## config.mk

```make
export PLATFORM = sky130hd
export DESIGN_NAME = i2c_txn_bridge
export DESIGN_NICKNAME = d
export VERILOG_FILES = /design/src/rtl/i2c_txn_bridge_pkg.sv /design/src/rtl/i2c_line_sync.sv /design/src/rtl/i2c_dn_port.sv /design/src/rtl/i2c_bridge_ctrl.sv /design/src/rtl/i2c_txn_bridge.sv
export SDC_FILE = /design/constraint.sdc
export NUM_CORES = 1
export LEC_CHECK = 0
export ABC_AREA = 1
export CAP_MARGIN = 20
export CORE_MARGIN = 8
export CORE_UTILIZATION = 44
export CTS_CLUSTER_SIZE = 28
export DETAILED_ROUTE_END_ITERATION = 10
export DONT_BUFFER_PORTS = 1
export HOLD_SLACK_MARGIN = 0.02
export PLACE_DENSITY = 0.56
export REMOVE_ABC_BUFFERS = 1
export SYNTH_ARGS = -nofsm -noshare
export SYNTH_HDL_FRONTEND = slang
export SYNTH_SLANG_ARGS = --single-unit
```

## constraint.sdc

```tcl
create_clock -name clk_i -period 2.6 [get_ports clk_i]
set_input_delay 0.65 -clock clk_i [delete_from_list [all_inputs] [get_ports clk_i]]
set_output_delay 0.65 -clock clk_i [all_outputs]
set_load 0.05 [all_outputs]
```

## src/rtl/i2c_txn_bridge_pkg.sv

```systemverilog
package i2c_txn_bridge_pkg;

  localparam int unsigned OP_W = 3;

  typedef enum logic [OP_W-1:0] {
    OP_ADDR = 3'd0,
    OP_WR   = 3'd1,
    OP_RD   = 3'd2,
    OP_END  = 3'd3,
    OP_NACK = 3'd4
  } dn_op_e;

  typedef enum logic [2:0] {
    PH_IDLE,
    PH_TX,
    PH_WACK,
    PH_RX,
    PH_MACK,
    PH_NACKED
  } phase_e;

  function automatic logic op_needs_rsp(dn_op_e op);
    return (op == OP_ADDR) || (op == OP_WR) || (op == OP_RD);
  endfunction

endpackage

```

## src/rtl/i2c_line_sync.sv

```systemverilog
module i2c_line_sync #(
  parameter int unsigned LINES  = 2,
  parameter int unsigned STAGES = 2
) (
  input  logic             clk_i,
  input  logic             rst_ni,
  input  logic [LINES-1:0] line_i,
  output logic [LINES-1:0] line_o
);

  for (genvar g = 0; g < LINES; g++) begin : g_line
    logic [STAGES-1:0] sr_q;
    always_ff @(posedge clk_i or negedge rst_ni) begin
      if (!rst_ni) sr_q <= '1;
      else         sr_q <= {sr_q[STAGES-2:0], line_i[g]};
    end
    assign line_o[g] = sr_q[STAGES-1];
  end

endmodule

```

## src/rtl/i2c_dn_port.sv

```systemverilog
module i2c_dn_port
  import i2c_txn_bridge_pkg::*;
#(
  parameter int unsigned BYTE_W = 8
) (
  input  logic              clk_i,
  input  logic              rst_ni,
  input  logic              issue_i,
  input  dn_op_e            op_i,
  input  logic [BYTE_W-1:0] data_i,
  output logic              busy_o,
  output logic              done_o,
  output logic              req_valid_o,
  input  logic              req_ready_i,
  output logic [OP_W-1:0]   req_op_o,
  output logic [BYTE_W-1:0] req_data_o,
  input  logic              rsp_valid_i
);

  typedef enum logic [1:0] {DN_IDLE, DN_REQ, DN_WAIT} dn_st_e;

  dn_st_e            st_q;
  dn_op_e            op_q;
  logic [BYTE_W-1:0] data_q;

  always_ff @(posedge clk_i or negedge rst_ni) begin
    if (!rst_ni) begin
      st_q   <= DN_IDLE;
      op_q   <= OP_END;
      data_q <= '0;
    end else if (issue_i) begin
      st_q   <= DN_REQ;
      op_q   <= op_i;
      data_q <= data_i;
    end else begin
      unique case (st_q)
        DN_REQ:  if (req_ready_i) st_q <= op_needs_rsp(op_q) ? DN_WAIT : DN_IDLE;
        DN_WAIT: if (rsp_valid_i) st_q <= DN_IDLE;
        default: st_q <= DN_IDLE;
      endcase
    end
  end

  assign busy_o      = (st_q != DN_IDLE);
  assign done_o      = (st_q == DN_WAIT) && rsp_valid_i;
  assign req_valid_o = (st_q == DN_REQ);
  assign req_op_o    = op_q;
  assign req_data_o  = data_q;

  a_r12_req_hold: assert property (@(posedge clk_i) disable iff (!rst_ni)
    (req_valid_o && !req_ready_i) |=> (req_valid_o && $stable(req_op_o) && $stable(req_data_o)));

  a_r12_no_issue_in_req: assert property (@(posedge clk_i) disable iff (!rst_ni)
    issue_i |-> (st_q != DN_REQ));

endmodule

```

## src/rtl/i2c_bridge_ctrl.sv

```systemverilog
module i2c_bridge_ctrl
  import i2c_txn_bridge_pkg::*;
#(
  parameter int unsigned BYTE_W = 8
) (
  input  logic              clk_i,
  input  logic              rst_ni,
  input  logic              scl_i,
  input  logic              sda_i,
  input  logic              busy_i,
  input  logic              done_i,
  input  logic              rsp_nack_i,
  input  logic [BYTE_W-1:0] rsp_data_i,
  output logic              issue_o,
  output dn_op_e            op_o,
  output logic [BYTE_W-1:0] data_o,
  output logic              sda_o
);

  localparam int unsigned CNT_W = $clog2(BYTE_W);
  localparam logic [CNT_W-1:0] LAST = CNT_W'(BYTE_W - 1);

  logic              l_scl_q, l_scl_d, l_sda_q, l_sda_d, dev_q, dev_d;
  logic              vld_q, vld_d;
  phase_e            ph_q, ph_d;
  logic [CNT_W-1:0]  cnt_q, cnt_d;
  logic [BYTE_W-1:0] buf_q, buf_d, addr_q, addr_d;

  always_comb begin
    l_scl_d = l_scl_q;
    l_sda_d = l_sda_q;
    dev_d   = dev_q;
    ph_d    = ph_q;
    cnt_d   = cnt_q;
    buf_d   = buf_q;
    addr_d  = addr_q;
    vld_d   = vld_q;
    issue_o = 1'b0;
    op_o    = OP_END;
    data_o  = '0;
    if (done_i) begin
      if (ph_q == PH_WACK) begin
        if (rsp_nack_i) begin
          issue_o = 1'b1;
          op_o    = OP_END;
          data_o  = addr_q;
          vld_d   = 1'b0;
          ph_d    = PH_IDLE;
          dev_d   = 1'b1;
        end else begin
          dev_d = 1'b0;
          cnt_d = '0;
          ph_d  = addr_q[0] ? PH_RX : PH_TX;
        end
      end else if (ph_q == PH_RX) begin
        dev_d = rsp_data_i[BYTE_W-1];
        buf_d = {rsp_data_i[BYTE_W-2:0], 1'b0};
        cnt_d = CNT_W'(1);
      end
    end else if (!busy_i) begin
      if (sda_i != l_sda_q) begin
        l_sda_d = sda_i;
        if (l_scl_q) begin
          dev_d = 1'b1;
          if (!sda_i) begin
            ph_d  = PH_TX;
            cnt_d = '0;
            vld_d = 1'b0;
          end else begin
            if (vld_q) begin
              issue_o = 1'b1;
              op_o    = OP_END;
              data_o  = addr_q;
            end
            vld_d = 1'b0;
            ph_d  = PH_IDLE;
          end
        end
      end else if (scl_i != l_scl_q) begin
        l_scl_d = scl_i;
        if (!scl_i) begin
          dev_d = 1'b1;
        end else begin
          unique case (ph_q)
            PH_TX: begin
              dev_d = 1'b1;
              buf_d = {buf_q[BYTE_W-2:0], l_sda_q};
              if (cnt_q == LAST) begin
                ph_d  = PH_WACK;
                cnt_d = '0;
              end else begin
                cnt_d = cnt_q + 1'b1;
              end
            end
            PH_WACK: begin
              issue_o = 1'b1;
              data_o  = buf_q;
              if (!vld_q) begin
                op_o   = OP_ADDR;
                addr_d = buf_q;
                vld_d  = 1'b1;
              end else begin
                op_o = OP_WR;
              end
            end
            PH_RX: begin
              if (cnt_q == '0) begin
                issue_o = 1'b1;
                op_o    = OP_RD;
              end else begin
                dev_d = buf_q[BYTE_W-1];
                buf_d = {buf_q[BYTE_W-2:0], 1'b0};
                if (cnt_q == LAST) begin
                  ph_d  = PH_MACK;
                  cnt_d = '0;
                end else begin
                  cnt_d = cnt_q + 1'b1;
                end
              end
            end
            PH_MACK: begin
              dev_d = 1'b1;
              if (!l_sda_q) begin
                ph_d  = PH_RX;
                cnt_d = '0;
              end else begin
                ph_d    = PH_NACKED;
                issue_o = 1'b1;
                op_o    = OP_NACK;
              end
            end
            default: dev_d = 1'b1;
          endcase
        end
      end
    end
  end

  always_ff @(posedge clk_i or negedge rst_ni) begin
    if (!rst_ni) begin
      l_scl_q <= 1'b1;
      l_sda_q <= 1'b1;
      dev_q   <= 1'b1;
      vld_q   <= 1'b0;
      ph_q    <= PH_IDLE;
      cnt_q   <= '0;
      buf_q   <= '0;
      addr_q  <= '0;
    end else begin
      l_scl_q <= l_scl_d;
      l_sda_q <= l_sda_d;
      dev_q   <= dev_d;
      vld_q   <= vld_d;
      ph_q    <= ph_d;
      cnt_q   <= cnt_d;
      buf_q   <= buf_d;
      addr_q  <= addr_d;
    end
  end

  assign sda_o = dev_q & l_sda_q;

  a_r7_release_on_fall: assert property (@(posedge clk_i) disable iff (!rst_ni)
    $fell(l_scl_q) |-> dev_q);

  a_r10_nacked_released: assert property (@(posedge clk_i) disable iff (!rst_ni)
    (ph_q == PH_NACKED) |-> dev_q);

  a_r12_defer_lines: assert property (@(posedge clk_i) disable iff (!rst_ni)
    busy_i |=> ($stable(l_scl_q) && $stable(l_sda_q)));

  a_r6_write_has_addr: assert property (@(posedge clk_i) disable iff (!rst_ni)
    (issue_o && op_o == OP_WR) |-> vld_q);

  a_r4_low_clock_quiet: assert property (@(posedge clk_i) disable iff (!rst_ni)
    ((sda_i != l_sda_q) && !l_scl_q && !busy_i && !done_i) |-> !issue_o);

endmodule

```

## src/rtl/i2c_txn_bridge.sv

```systemverilog
module i2c_txn_bridge
  import i2c_txn_bridge_pkg::*;
#(
  parameter int unsigned BYTE_W      = 8,
  parameter int unsigned SYNC_STAGES = 2
) (
  input  logic              clk_i,
  input  logic              rst_ni,
  input  logic              scl_i,
  input  logic              sda_i,
  output logic              sda_o,
  output logic              req_valid_o,
  input  logic              req_ready_i,
  output logic [OP_W-1:0]   req_op_o,
  output logic [BYTE_W-1:0] req_data_o,
  input  logic              rsp_valid_i,
  input  logic              rsp_nack_i,
  input  logic [BYTE_W-1:0] rsp_data_i
);

  logic [1:0]        lines_s;
  logic              busy, done, issue;
  dn_op_e            op;
  logic [BYTE_W-1:0] data;

  i2c_line_sync #(.LINES(2), .STAGES(SYNC_STAGES)) u_sync (
    .clk_i  (clk_i),
    .rst_ni (rst_ni),
    .line_i ({scl_i, sda_i}),
    .line_o (lines_s)
  );

  i2c_bridge_ctrl #(.BYTE_W(BYTE_W)) u_ctrl (
    .clk_i      (clk_i),
    .rst_ni     (rst_ni),
    .scl_i      (lines_s[1]),
    .sda_i      (lines_s[0]),
    .busy_i     (busy),
    .done_i     (done),
    .rsp_nack_i (rsp_nack_i),
    .rsp_data_i (rsp_data_i),
    .issue_o    (issue),
    .op_o       (op),
    .data_o     (data),
    .sda_o      (sda_o)
  );

  i2c_dn_port #(.BYTE_W(BYTE_W)) u_dn (
    .clk_i       (clk_i),
    .rst_ni      (rst_ni),
    .issue_i     (issue),
    .op_i        (op),
    .data_i      (data),
    .busy_o      (busy),
    .done_o      (done),
    .req_valid_o (req_valid_o),
    .req_ready_i (req_ready_i),
    .req_op_o    (req_op_o),
    .req_data_o  (req_data_o),
    .rsp_valid_i (rsp_valid_i)
  );

endmodule

```

==> results.py, run 1 <==
metrics = {
    "sta": {
        "report.final.slew_viol_count": 0,
        "setup_viol": 0,
        "rsz0062_at_grt": "no",
        "finClkSkew_ns": 0.00407,
        "finalCritPeriodShare": 0.878,
        "fmax_mhz": 438,
        "slew_headroom": 0.583,
        "period_needed_ns": 2.28,
        "tns_ns": 0,
        "tightest_slew_ns": 0.624,
        "hold_violations": 0,
    },
    "synthesis": {
        "ys.flop_type": "dfrtp_1",
        "syn_avg_cell_area_um2": 7.61,
        "synth_commonest_cells": "90 x nand2_1, 34 x dfrtp_1, 33 x inv_1",
        "ys_seq_area_frac": 0.441,
        "synthDominantCellAreaShare": 0.345,
        "synth_seq_cells": 43,
        "synthXorXnorAreaFrac": 0,
        "synth_top_family_by_area": "simple AND/OR/NAND/NOR gates",
        "ys_top_cells_by_area": "dfrtp_1 35%, nand2_1 14%, dfstp_2 9.6%, a21oi_1 5.5%, inv_1 5.0%",
        "synthSimpleGateAreaFrac": 0.309,
        "synthAdderAreaFrac": 0.0254,
        "syn_area_um2": 2470,
        "yosysMostFrequentCell": "nand2_1",
        "muxShareOfSynthArea": 0,
        "syn_inst": 324,
        "synth_edf_count": 0,
        "synth-async-reset-ratio": 1.00,
        "yosysTopAreaCell": "dfrtp_1",
        "synth_cell_types": 33,
        "synth_compound_area_frac": 0.134,
        "ys_warn_count": 0,
    },
    "setup_path": {
        "worstPathRequired_ns": 2.84,
        "arrival_ns": 2.52,
        "worstRegToRegCells": 10,
        "crit_type": "reg2reg",
        "reg2reg_from": "u_ctrl.l_sda_q$_DFFE_PN1P_",
        "worstPathMaxFanout": 13,
        "ff2ff_setup_slack_ns": 0.32,
        "r2r_end": "u_dn.req_op_o[0]$_DFFE_PN1P_",
        "startpoint_type": "flip-flop",
        "endpoint_kind": "flip-flop",
    },
    "place": {
        "portBuffers": 0,
        "gp_congestion": 0.904,
        "placed_cell_area_um2": 2510,
        "dpl.hpwl_um": 4300,
    },
    "grt": {
        "antenna_found_initial": 0,
        "grt_max_degree": 44,
        "use_met2": 0.210,
        "grt.busiest_layer": "met1",
        "grt_pass1_vias": 1969,
        "grt_pass1_wl_um": 10100,
        "met3_usage": 0.0424,
        "gr-total-overflow": 0,
        "grt.met1_usage": 0.213,
        "grt_use_total": 0.149,
    },
    "layout": {
        "drive_above_1_share": 0.147,
        "area_growth_pct": 6.70,
        "final_area_um2": 2630,
        "ff_latch_area_um2": 1090,
        "multi_input_area_um2": 1150,
        "fill_cells": 586,
        "antenna_cells": 0,
        "nNetsFinal": 345,
    },
    "floorplan": {
        "fp.dieArea_um2": 8260,
        "initial_core_util": 0.451,
        "rows": 27,
        "dieHeight_um": 90.9,
        "ioPinCount": 28,
        "chipWidth_um": 90.9,
        "core_um2": 5470,
    },
    "pwr": {
        "power_density_nw_per_um2": 1270,
        "power_uw": 3350,
        "peakVddDrop_mv": 0.489,
        "p_leak_uw": 0.00132,
    },
    "clocking": {
        "cts_hold_buf": 0,
        "cts_tree": "built",
        "clk_path_buf_depth": 2,
        "cts_resized": 0,
        "cts-htree-levels": 2,
        "numCtsBuffers": 5,
        "post_cts_buffers": 0,
        "insertion_delay_ns": 0.30,
        "clockRootBuffer": "clkbuf_8",
        "clk_pin_slew_worst_paths_ns": 0.08,
        "clkSinkCount": 43,
    },
    "job": {
        "drv_cap": 0,
    },
    "route": {
        "drc_errors": 0,
        "via_per_inst": 5.19,
        "wl_um": 5910,
        "drtIter0Drc": 125,
        "wl_per_cell_um": 14.8,
        "num_vias": 2064,
        "postRouteAntennaNets": 0,
        "dr.pass1.iters": 4,
    },
    "hold_path": {
        "hp-class": "in2async",
    },
    "run_status": {
        "status": "finished clean",
    },
}
[flip-flops by register name (all words and copies together), names as in the netlist, 2 cells and up]
signal	count
u_dn.req_data_o	8
u_ctrl.ph_q	3
u_ctrl.cnt_q	3
u_sync.g_line.sr_q	4
u_dn.req_op_o	3
u_ctrl.addr_q	8
u_dn.st_q	2
u_ctrl.buf_q	8
[through the flow]
stage	instances	utilization	setup WS, ns	hold slack (ns)
6_report	398	0.481	0.318	0.0369
2_1_floorplan	314	-	0.578	0.345
4_1_cts	397	0.479	0.328	0.0223
5_1_grt	398	0.481	0.0400	0.0213
3_3_place_gp	389	0.458	0.444	0.349
3_5_place_dp	389	0.458	0.353	0.348
[how the worst max path moves through the flow]
stage,start,to,slack (ns),cells after the start
5_1_grt,u_ctrl.l_sda_q$_DFFE_PN1P_,u_dn.req_op_o[1]$_DFFE_PN1P_,0.04,10
3_3_place_gp,u_ctrl.l_sda_q$_DFFE_PN1P_,u_dn.req_op_o[0]$_DFFE_PN1P_,0.44,10
2_1_floorplan,u_ctrl.l_sda_q$_DFFE_PN1P_,u_dn.req_op_o[0]$_DFFE_PN1P_,0.58,9
4_1_cts,u_ctrl.l_sda_q$_DFFE_PN1P_,u_dn.req_op_o[0]$_DFFE_PN1P_,0.33,10
6_report,u_ctrl.l_sda_q$_DFFE_PN1P_,u_dn.req_op_o[0]$_DFFE_PN1P_,0.32,10
3_5_place_dp,u_ctrl.l_sda_q$_DFFE_PN1P_,u_dn.req_op_o[0]$_DFFE_PN1P_,0.35,10
[metal layers]
| layer | share of wire | vias to the layer above |
|---|---|---|
| met5 | 0 | - |
| met1 | 0.49 | 947 |
| met3 | 0.079 | 6 |
| met2 | 0.42 | 58 |
| met4 | 0.012 | 0 |
| li1 | - | 1053 |
[layout by cell type (no fill, tap or decap), types with 2 or more instances in the layout]
cell / count
nand4_1: 2
o22ai_1: 3
nor2_1: 25
buf_4: 3
nand3_2: 10
dfrtp_1: 34
clkbuf_8: 5
nand2_1: 90
nor2_2: 3
dfstp_2: 9
inv_2: 8
nor4_1: 3
nand3_1: 22
a21oi_1: 27
o21ai_0: 15
nand2_2: 2
ha_1: 5
o21ai_1: 11
inv_1: 33
[kinds of logic after synthesis]
family                     Yosys count
buffers and inverters               51
and+or+nand+nor                    163
AOI/OAI and AO/OA                   62
adders and majority gates            5
DFF                                 43
[layout make-up]
| class | instances | share of cell area |
|---|---|---|
| clock inverter | 3 | 0.0166 |
| multi-input combinational | 230 | 0.439 |
| timing repair buffer | 4 | 0.0124 |
| sequential | 43 | 0.413 |
| inverter | 41 | 0.0585 |
| tap | 72 | 0.0342 |
| clock buffer | 5 | 0.0262 |
[power by group]
| group | switching [uW] | total [uW] | internal, uW | leakage (uW) |
|---|---|---|---|---|
| Combinational | 922 | 1350 | 425 | 0.000753 |
| Clock | 241 | 527 | 286 | 0.0000581 |
| Sequential | 507 | 1470 | 966 | 0.000505 |
| Total | 1670 | 3350 | 1680 | 0.00132 |
[critical path, stage by stage (launching register included)]
cell and delay, ns:
dfstp_2 0.59, inv_1 0.06, ha_1 0.43, nand3_1 0.20
a21oi_1 0.16, nand2_1 0.06, nand2_1 0.05, nand2_1 0.34
nand2_1 0.20, nand2_1 0.07, nand2_1 0.06
(Power assumes the default switching activity.)
==> inputs of run 2 (changes only) <==
--- a/config.mk
+++ b/config.mk
@@ -6,14 +6,15 @@
 export NUM_CORES = 1
 export LEC_CHECK = 0
 export ABC_AREA = 1
+export ABC_CLOCK_PERIOD_IN_PS = 2600
 export CAP_MARGIN = 20
 export CORE_MARGIN = 8
-export CORE_UTILIZATION = 44
+export CORE_UTILIZATION = 60
 export CTS_CLUSTER_SIZE = 28
 export DETAILED_ROUTE_END_ITERATION = 10
 export DONT_BUFFER_PORTS = 1
 export HOLD_SLACK_MARGIN = 0.02
-export PLACE_DENSITY = 0.56
+export PLACE_DENSITY = 0.73
 export REMOVE_ABC_BUFFERS = 1
 export SYNTH_ARGS = -nofsm -noshare
 export SYNTH_HDL_FRONTEND = slang
==> run 2 against run 1 <==
  * Flip-flop and latch count did not move
  * First-iteration DRC count rose by 23%
  * Non-clock buffer count fell by 1
  * Critical endpoint unchanged
  * Largest power group unchanged
==> results.py, run 2 (synthesized netlist as in run 1, its figures left out) <==
metrics = {
    "run_status": {
        "status": "finished clean",
    },
    "hold_path": {
        "hp-class": "in2async",
    },
    "clocking": {
        "post_cts_buffers": 0,
        "clk_path_buf_depth": 2,
        "cts-htree-levels": 2,
        "numCtsBuffers": 5,
        "clkSinkCount": 43,
        "cts_tree": "built",
        "insertion_delay_ns": 0.30,
        "clockRootBuffer": "clkbuf_8",
        "clk_pin_slew_worst_paths_ns": 0.09,
        "cts_resized": 0,
    },
    "place": {
        "placed_cell_area_um2": 2470,
        "portBuffers": 0,
        "gp_congestion": 0.895,
        "dpl.hpwl_um": 4060,
    },
    "layout": {
        "final_cell_mix": "90 x nand2_1, 34 x dfrtp_1, 33 x inv_1",
        "final_area_um2": 2620,
        "drive_above_1_share": 0.145,
        "nNetsFinal": 344,
        "area_growth_pct": 6.24,
        "antenna_cells": 0,
        "final_common_cell": "nand2_1",
    },
    "floorplan": {
        "rows": 23,
        "fp.dieArea_um2": 6420,
        "initial_core_util": 0.621,
        "chipWidth_um": 80.1,
        "ioPinCount": 28,
        "core_um2": 3970,
        "dieHeight_um": 80.1,
    },
    "setup_path": {
        "arrival_ns": 2.51,
        "path_depth": 10,
        "crit_type": "reg2reg",
        "max_stage_delay_ns": 0.59,
        "crit_slowest_cell": "dfstp_2",
        "worstPathRequired_ns": 2.84,
        "crit_family": "simple AND/OR/NAND/NOR gates",
        "crit_chain": "inv_1, ha_1, nand3_1, a21oi_1, nand2_1, nand2_1, nand2_1, nand2_1, nand2_1, nand2_1",
        "endpoint_kind": "flip-flop",
        "worstRegToRegCells": 10,
        "startpoint_type": "flip-flop",
        "worstPathMaxFanout": 13,
        "crit_top_cell": "nand2_1",
        "critPathBufInv": 1,
    },
    "route": {
        "dr_wl_met2_um": 2490,
        "drc_errors": 0,
        "postRouteAntennaNets": 0,
        "maxUsedRoutingLayer": "met4",
        "via_per_inst": 5.64,
        "num_vias": 2116,
        "wl_met1_um": 2620,
        "wl_met3_um": 352,
        "drtIter0Drc": 154,
        "wl_um": 5500,
        "dr.pass1.iters": 4,
        "wl_per_cell_um": 14.7,
    },
    "pwr": {
        "swShare": 0.484,
        "p_int_uw": 1770,
        "p_seq_frac": 0.431,
        "clockPowerShare": 0.181,
        "peakVddDrop_mv": 0.645,
        "p_comb_frac": 0.388,
        "power_switching_uw": 1660,
        "p_leak_uw": 0.00132,
        "power_density_nw_per_um2": 1310,
    },
    "sta": {
        "report.final.slew_viol_count": 0,
        "rsz0062_at_grt": "no",
        "setup_viol": 0,
        "finalCritPeriodShare": 0.873,
        "tns_ns": 0,
        "period_needed_ns": 2.27,
        "finClkSkew_ns": 0.00743,
        "slew_headroom": 0.590,
        "tightest_slew_ns": 0.613,
        "hold_violations": 0,
        "fmax_mhz": 441,
    },
    "grt": {
        "gr-total-overflow": 0,
        "grt_max_degree": 44,
        "grt_use_total": 0.177,
        "grt_pass1_vias": 1884,
        "grt_pass1_wl_um": 9000,
        "antenna_found_initial": 0,
    },
    "job": {
        "drv_cap": 0,
    },
}
run 2: cell type report:
| cell class | instances | area [um2] |
|---|---|---|
| Tap cell | 50 | 62.6 |
| Timing Repair Buffer | 3 | 25.0 |
| Clock buffer | 5 | 68.8 |
| Fill cell | 356 | 1350 |
| Clock inverter | 3 | 67.6 |
| Multi-Input combinational cell | 230 | 1150 |
| Sequential cell | 43 | 1090 |
| Inverter | 41 | 154 |
run 2: worst paths after layout:
check                                                    from                            endpoint  slack (ns)
min                                                    rst_ni         u_ctrl.cnt_q[0]$_DFFE_PN0P_        0.03
max in group asynchronous                              rst_ni      u_dn.req_data_o[4]$_DFFE_PN0P_        1.40
min in group clk_i                                      scl_i  u_sync.g_line[1].sr_q[0]$_DFF_PN1_        0.34
max reg2reg                        u_ctrl.l_sda_q$_DFFE_PN1P_        u_dn.req_op_o[0]$_DFFE_PN1P_        0.33
min reg2reg                u_sync.g_line[1].sr_q[0]$_DFF_PN1_  u_sync.g_line[1].sr_q[1]$_DFF_PN1_        0.36
max                                u_ctrl.l_sda_q$_DFFE_PN1P_        u_dn.req_op_o[0]$_DFFE_PN1P_        0.33
run 2: layer usage:
metal | GRT usage | vias to the layer above
li1 | - | 1052
met1 | 0.245 | 991
met2 | 0.266 | 67
met3 | 0.0469 | 6
met4 | 0.0491 | 0
met5 | 0 | -
run 2: what timing repair did:
| action | in CTS | in global routing |
|---|---|---|
| hold endpoints to repair | 0 | 13 |
| setup endpoints to repair | 0 | 0 |
| hold buffers | 0 | 1 |
run 2: per-stage QoR:
step | setup WS [ns] | total power [uW] | hold slack (ns) | util | std cells
after floorplan | 0.578 | 2490 | 0.345 | - | 314
after global placement | 0.435 | 2780 | 0.346 | 0.623 | 366
after detailed placement | 0.381 | 2810 | 0.351 | 0.623 | 366
after CTS | 0.347 | 3430 | 0.0293 | 0.657 | 374
after global routing | 0.136 | 3680 | 0.0251 | 0.660 | 375
final | 0.331 | 3430 | 0.0323 | 0.660 | 375
run 2: worst register-to-register path: cells and delay by family (launching register included):
| kind | cells | cell delay [ns] |
|---|---|---|
| buffers and inverters | 1 | 0.05 |
| AOI/OAI and AO/OA | 1 | 0.15 |
| DFF | 1 | 0.59 |
| and+or+nand+nor | 7 | 0.99 |
| adders and majority gates | 1 | 0.43 |
run 2: power by group through the flow:
stage | Sequential, uW | Clock [uW] | Combinational [uW]
global route | 1520 | 654 | 1510
finish | 1480 | 620 | 1330
detailed placement | 1500 | 0 | 1320
CTS | 1480 | 629 | 1320
global placement | 1490 | 0 | 1290
floorplan | 1430 | 0 | 1060
==> inputs of run 3 (changes only) <==
--- a/config.mk
+++ b/config.mk
@@ -5,7 +5,6 @@
 export SDC_FILE = /design/constraint.sdc
 export NUM_CORES = 1
 export LEC_CHECK = 0
-export ABC_AREA = 1
 export ABC_CLOCK_PERIOD_IN_PS = 2600
 export CAP_MARGIN = 20
 export CORE_MARGIN = 8
@@ -18,4 +17,5 @@
 export REMOVE_ABC_BUFFERS = 1
 export SYNTH_ARGS = -nofsm -noshare
 export SYNTH_HDL_FRONTEND = slang
+export SYNTH_HIERARCHICAL = 1
 export SYNTH_SLANG_ARGS = --single-unit
==> run 3 against run 2 <==
  * Die area down 5.1%
  * Maximum frequency up 2.0%
  * Worst hold slack better by 0.012 ns
  * Synthesized cell count down 36%
  * Flip-flop and latch count unchanged
  * Clock skew down 0.0014 ns
  * Combinational power down 16%
  * Non-clock buffer count up 9
  * Global-route usage down 0.57 points
  * Register-to-register slack better by 0.04 ns
  * Count of clock-buffer cells in the layout up 1
  * Core utilization up 0.95 points
  * Critical endpoint is now u_ctrl/cnt_q[0]$_DFFE_PN0P_
  * Largest power group unchanged
  * Highest routed layer unchanged
==> results.py, run 3 <==
metrics = {
    "run_status": {
        "status": "finished clean",
    },
    "setup_path": {
        "endpoint_kind": "flip-flop",
        "startpoint_type": "flip-flop",
        "r2r_end": "u_ctrl/cnt_q[0]$_DFFE_PN0P_",
        "crit_type": "reg2reg",
        "worstPathRequired_ns": 2.78,
        "ff2ff_setup_slack_ns": 0.37,
        "crit_family": "simple AND/OR/NAND/NOR gates",
        "reg2reg_from": "u_dn/st_q[1]$_DFFE_PN0P_",
        "max_stage_delay_ns": 0.40,
        "worstPathMaxFanout": 7,
        "worstRegToRegCells": 7,
        "crit_slowest_cell": "dfrtp_1",
        "crit_start": "u_dn/st_q[1]$_DFFE_PN0P_",
        "arrival_ns": 2.41,
        "crit_chain": "or2_2, nor2_1, buf_4, nand4_4, o211ai_1, o2111ai_1, mux2_2",
        "critPathBufInv": 1,
    },
    "layout": {
        "fill_cells": 316,
        "nNetsFinal": 232,
        "final_cell_mix": "34 x dfrtp_1, 22 x mux2_2, 14 x nor2_1",
        "area_growth_pct": 6.82,
        "drive_above_1_share": 0.279,
        "final_area_um2": 2470,
        "final_common_cell": "dfrtp_1",
        "antenna_cells": 0,
    },
    "grt": {
        "grt_pass1_vias": 1753,
        "antenna_found_initial": 0,
        "grt_pass1_wl_um": 8500,
        "grt_max_degree": 44,
        "gr-total-overflow": 0,
        "grt_use_total": 0.171,
    },
    "synthesis": {
        "synthDominantCellAreaShare": 0.368,
        "yosysTopAreaCell": "dfrtp_1",
        "ys_top_cells_by_area": "dfrtp_1 37%, mux2_2 11%, dfstp_2 10%, mux2i_1 4.8%, a22o_1 3.4%",
        "syn_area_um2": 2310,
        "yosysMostFrequentCell": "dfrtp_1",
        "muxShareOfSynthArea": 0.155,
        "ys.flop_type": "dfrtp_1",
        "synthAdderAreaFrac": 0.0162,
        "synthXorXnorAreaFrac": 0.00758,
        "syn_inst": 207,
        "synthSimpleGateAreaFrac": 0.149,
        "ys_seq_area_frac": 0.470,
        "synth_seq_cells": 43,
        "synth_cell_types": 53,
        "synth-async-reset-ratio": 1.00,
        "syn_avg_cell_area_um2": 11.2,
        "synth_commonest_cells": "34 x dfrtp_1, 22 x mux2_2, 14 x nor2_1",
        "synth_top_family_by_area": "compound AO/OA/AOI/OAI gates",
        "synth_compound_area_frac": 0.156,
        "ys_warn_count": 6,
        "synth_edf_count": 0,
    },
    "sta": {
        "finalCritPeriodShare": 0.856,
        "hold_violations": 0,
        "tightest_slew_ns": 0.606,
        "rsz0062_at_grt": "no",
        "setup_viol": 0,
        "slew_headroom": 0.591,
        "report.final.slew_viol_count": 0,
        "fmax_mhz": 449,
        "finClkSkew_ns": 0.00601,
        "period_needed_ns": 2.23,
        "worst_hold_slack_ns": 0.0447,
    },
    "clocking": {
        "post_cts_buffers": 0,
        "cts-htree-levels": 2,
        "clk_pin_slew_worst_paths_ns": 0.08,
        "clockRootBuffer": "clkbuf_8",
        "cts_resized": 0,
        "numCtsBuffers": 5,
        "insertion_delay_ns": 0.29,
        "clk_path_buf_depth": 2,
        "cts_hold_buf": 0,
        "clkSinkCount": 43,
        "cts_tree": "built",
    },
    "route": {
        "drtIter0Drc": 233,
        "postRouteAntennaNets": 0,
        "drc_errors": 0,
        "via_per_inst": 6.38,
        "wl_um": 5200,
        "wl_per_cell_um": 19.8,
        "dr.pass1.iters": 4,
        "num_vias": 1678,
    },
    "pwr": {
        "clockPowerShare": 0.142,
        "p_seq_frac": 0.467,
        "power_density_nw_per_um2": 1160,
        "peakVddDrop_mv": 0.674,
        "p_leak_uw": 0.00109,
        "p_comb_frac": 0.390,
        "swShare": 0.427,
        "power_uw": 2870,
        "power_switching_uw": 1230,
        "p_int_uw": 1650,
    },
    "hold_path": {
        "hp-class": "in2async",
    },
    "floorplan": {
        "core_um2": 3690,
        "rows": 22,
        "dieHeight_um": 78.1,
        "initial_core_util": 0.627,
        "fp.dieArea_um2": 6090,
        "ioPinCount": 28,
        "chipWidth_um": 78.1,
    },
    "job": {
        "drv_cap": 0,
    },
    "place": {
        "placed_cell_area_um2": 2380,
        "portBuffers": 0,
        "dpl.hpwl_um": 3700,
        "gp_congestion": 0.921,
    },
}
run 3: cell families after synthesis:
group | count (synthesis)
AO/OA/AOI/OAI | 49
buffers and inverters | 19
AND/OR/NAND/NOR | 58
flip-flops | 43
adder cells (fa/ha/maj) | 3
multiplexers | 33
XOR/XNOR | 2
run 3: area by class of cell:
| cell class | instances | area, um2 | share of cell area |
|---|---|---|---|
| well taps | 48 | 60.1 | 0.0243 |
| multi-input cells | 145 | 1120 | 0.454 |
| inverters | 7 | 26.3 | 0.0106 |
| clock buffers | 6 | 72.6 | 0.0294 |
| repair buffers | 12 | 90.1 | 0.0365 |
| flip-flops and latches | 43 | 1090 | 0.440 |
| clock inverters | 2 | 12.5 | 0.00507 |
run 3: worst max-delay path by stage:
| stage | end | cells after the start |
|---|---|---|
| final | u_ctrl/cnt_q[0]$_DFFE_PN0P_ | 7 |
| after global routing | u_dn/req_data_o[7]$_DFFE_PN0P_ | 7 |
| after CTS | u_ctrl/cnt_q[0]$_DFFE_PN0P_ | 7 |
| after detailed placement | u_ctrl/cnt_q[0]$_DFFE_PN0P_ | 7 |
| after global placement | u_ctrl/ph_q[2]$_DFFE_PN0P_ | 5 |
| after floorplan | u_dn/req_data_o[0]$_DFFE_PN0P_ | 5 |
run 3: power groups by stage:
stage               logic (uW)  clock network [uW]  registers [uW]
global placement          1070                   0            1340
detailed placement        1110                   0            1360
floorplan                  844                   0            1270
CTS                       1110                 420            1340
finish                    1120                 410            1340
global route              1220                 444            1380
run 3: metrics by stage:
stage / cells / setup TNS [ns] / utilization / setup slack, ns
after floorplan: 195 / -4.29 / - / -0.356
after global placement: 255 / 0 / 0.646 / 0.386
after detailed placement: 255 / 0 / 0.646 / 0.332
after CTS: 263 / 0 / 0.669 / 0.424
after global routing: 263 / 0 / 0.669 / 0.263
final: 263 / 0 / 0.669 / 0.375
run 3: layer usage:
layer / up-vias / GRT usage / part of all wire / routed length [um]
met5: - / 0 / 0 / 0
met4: 0 / 0.0481 / 0.0065 / 34
met3: 6 / 0.0513 / 0.078 / 406
met2: 73 / 0.290 / 0.49 / 2560
met1: 828 / 0.206 / 0.42 / 2200
li1: 771 / - / - / -
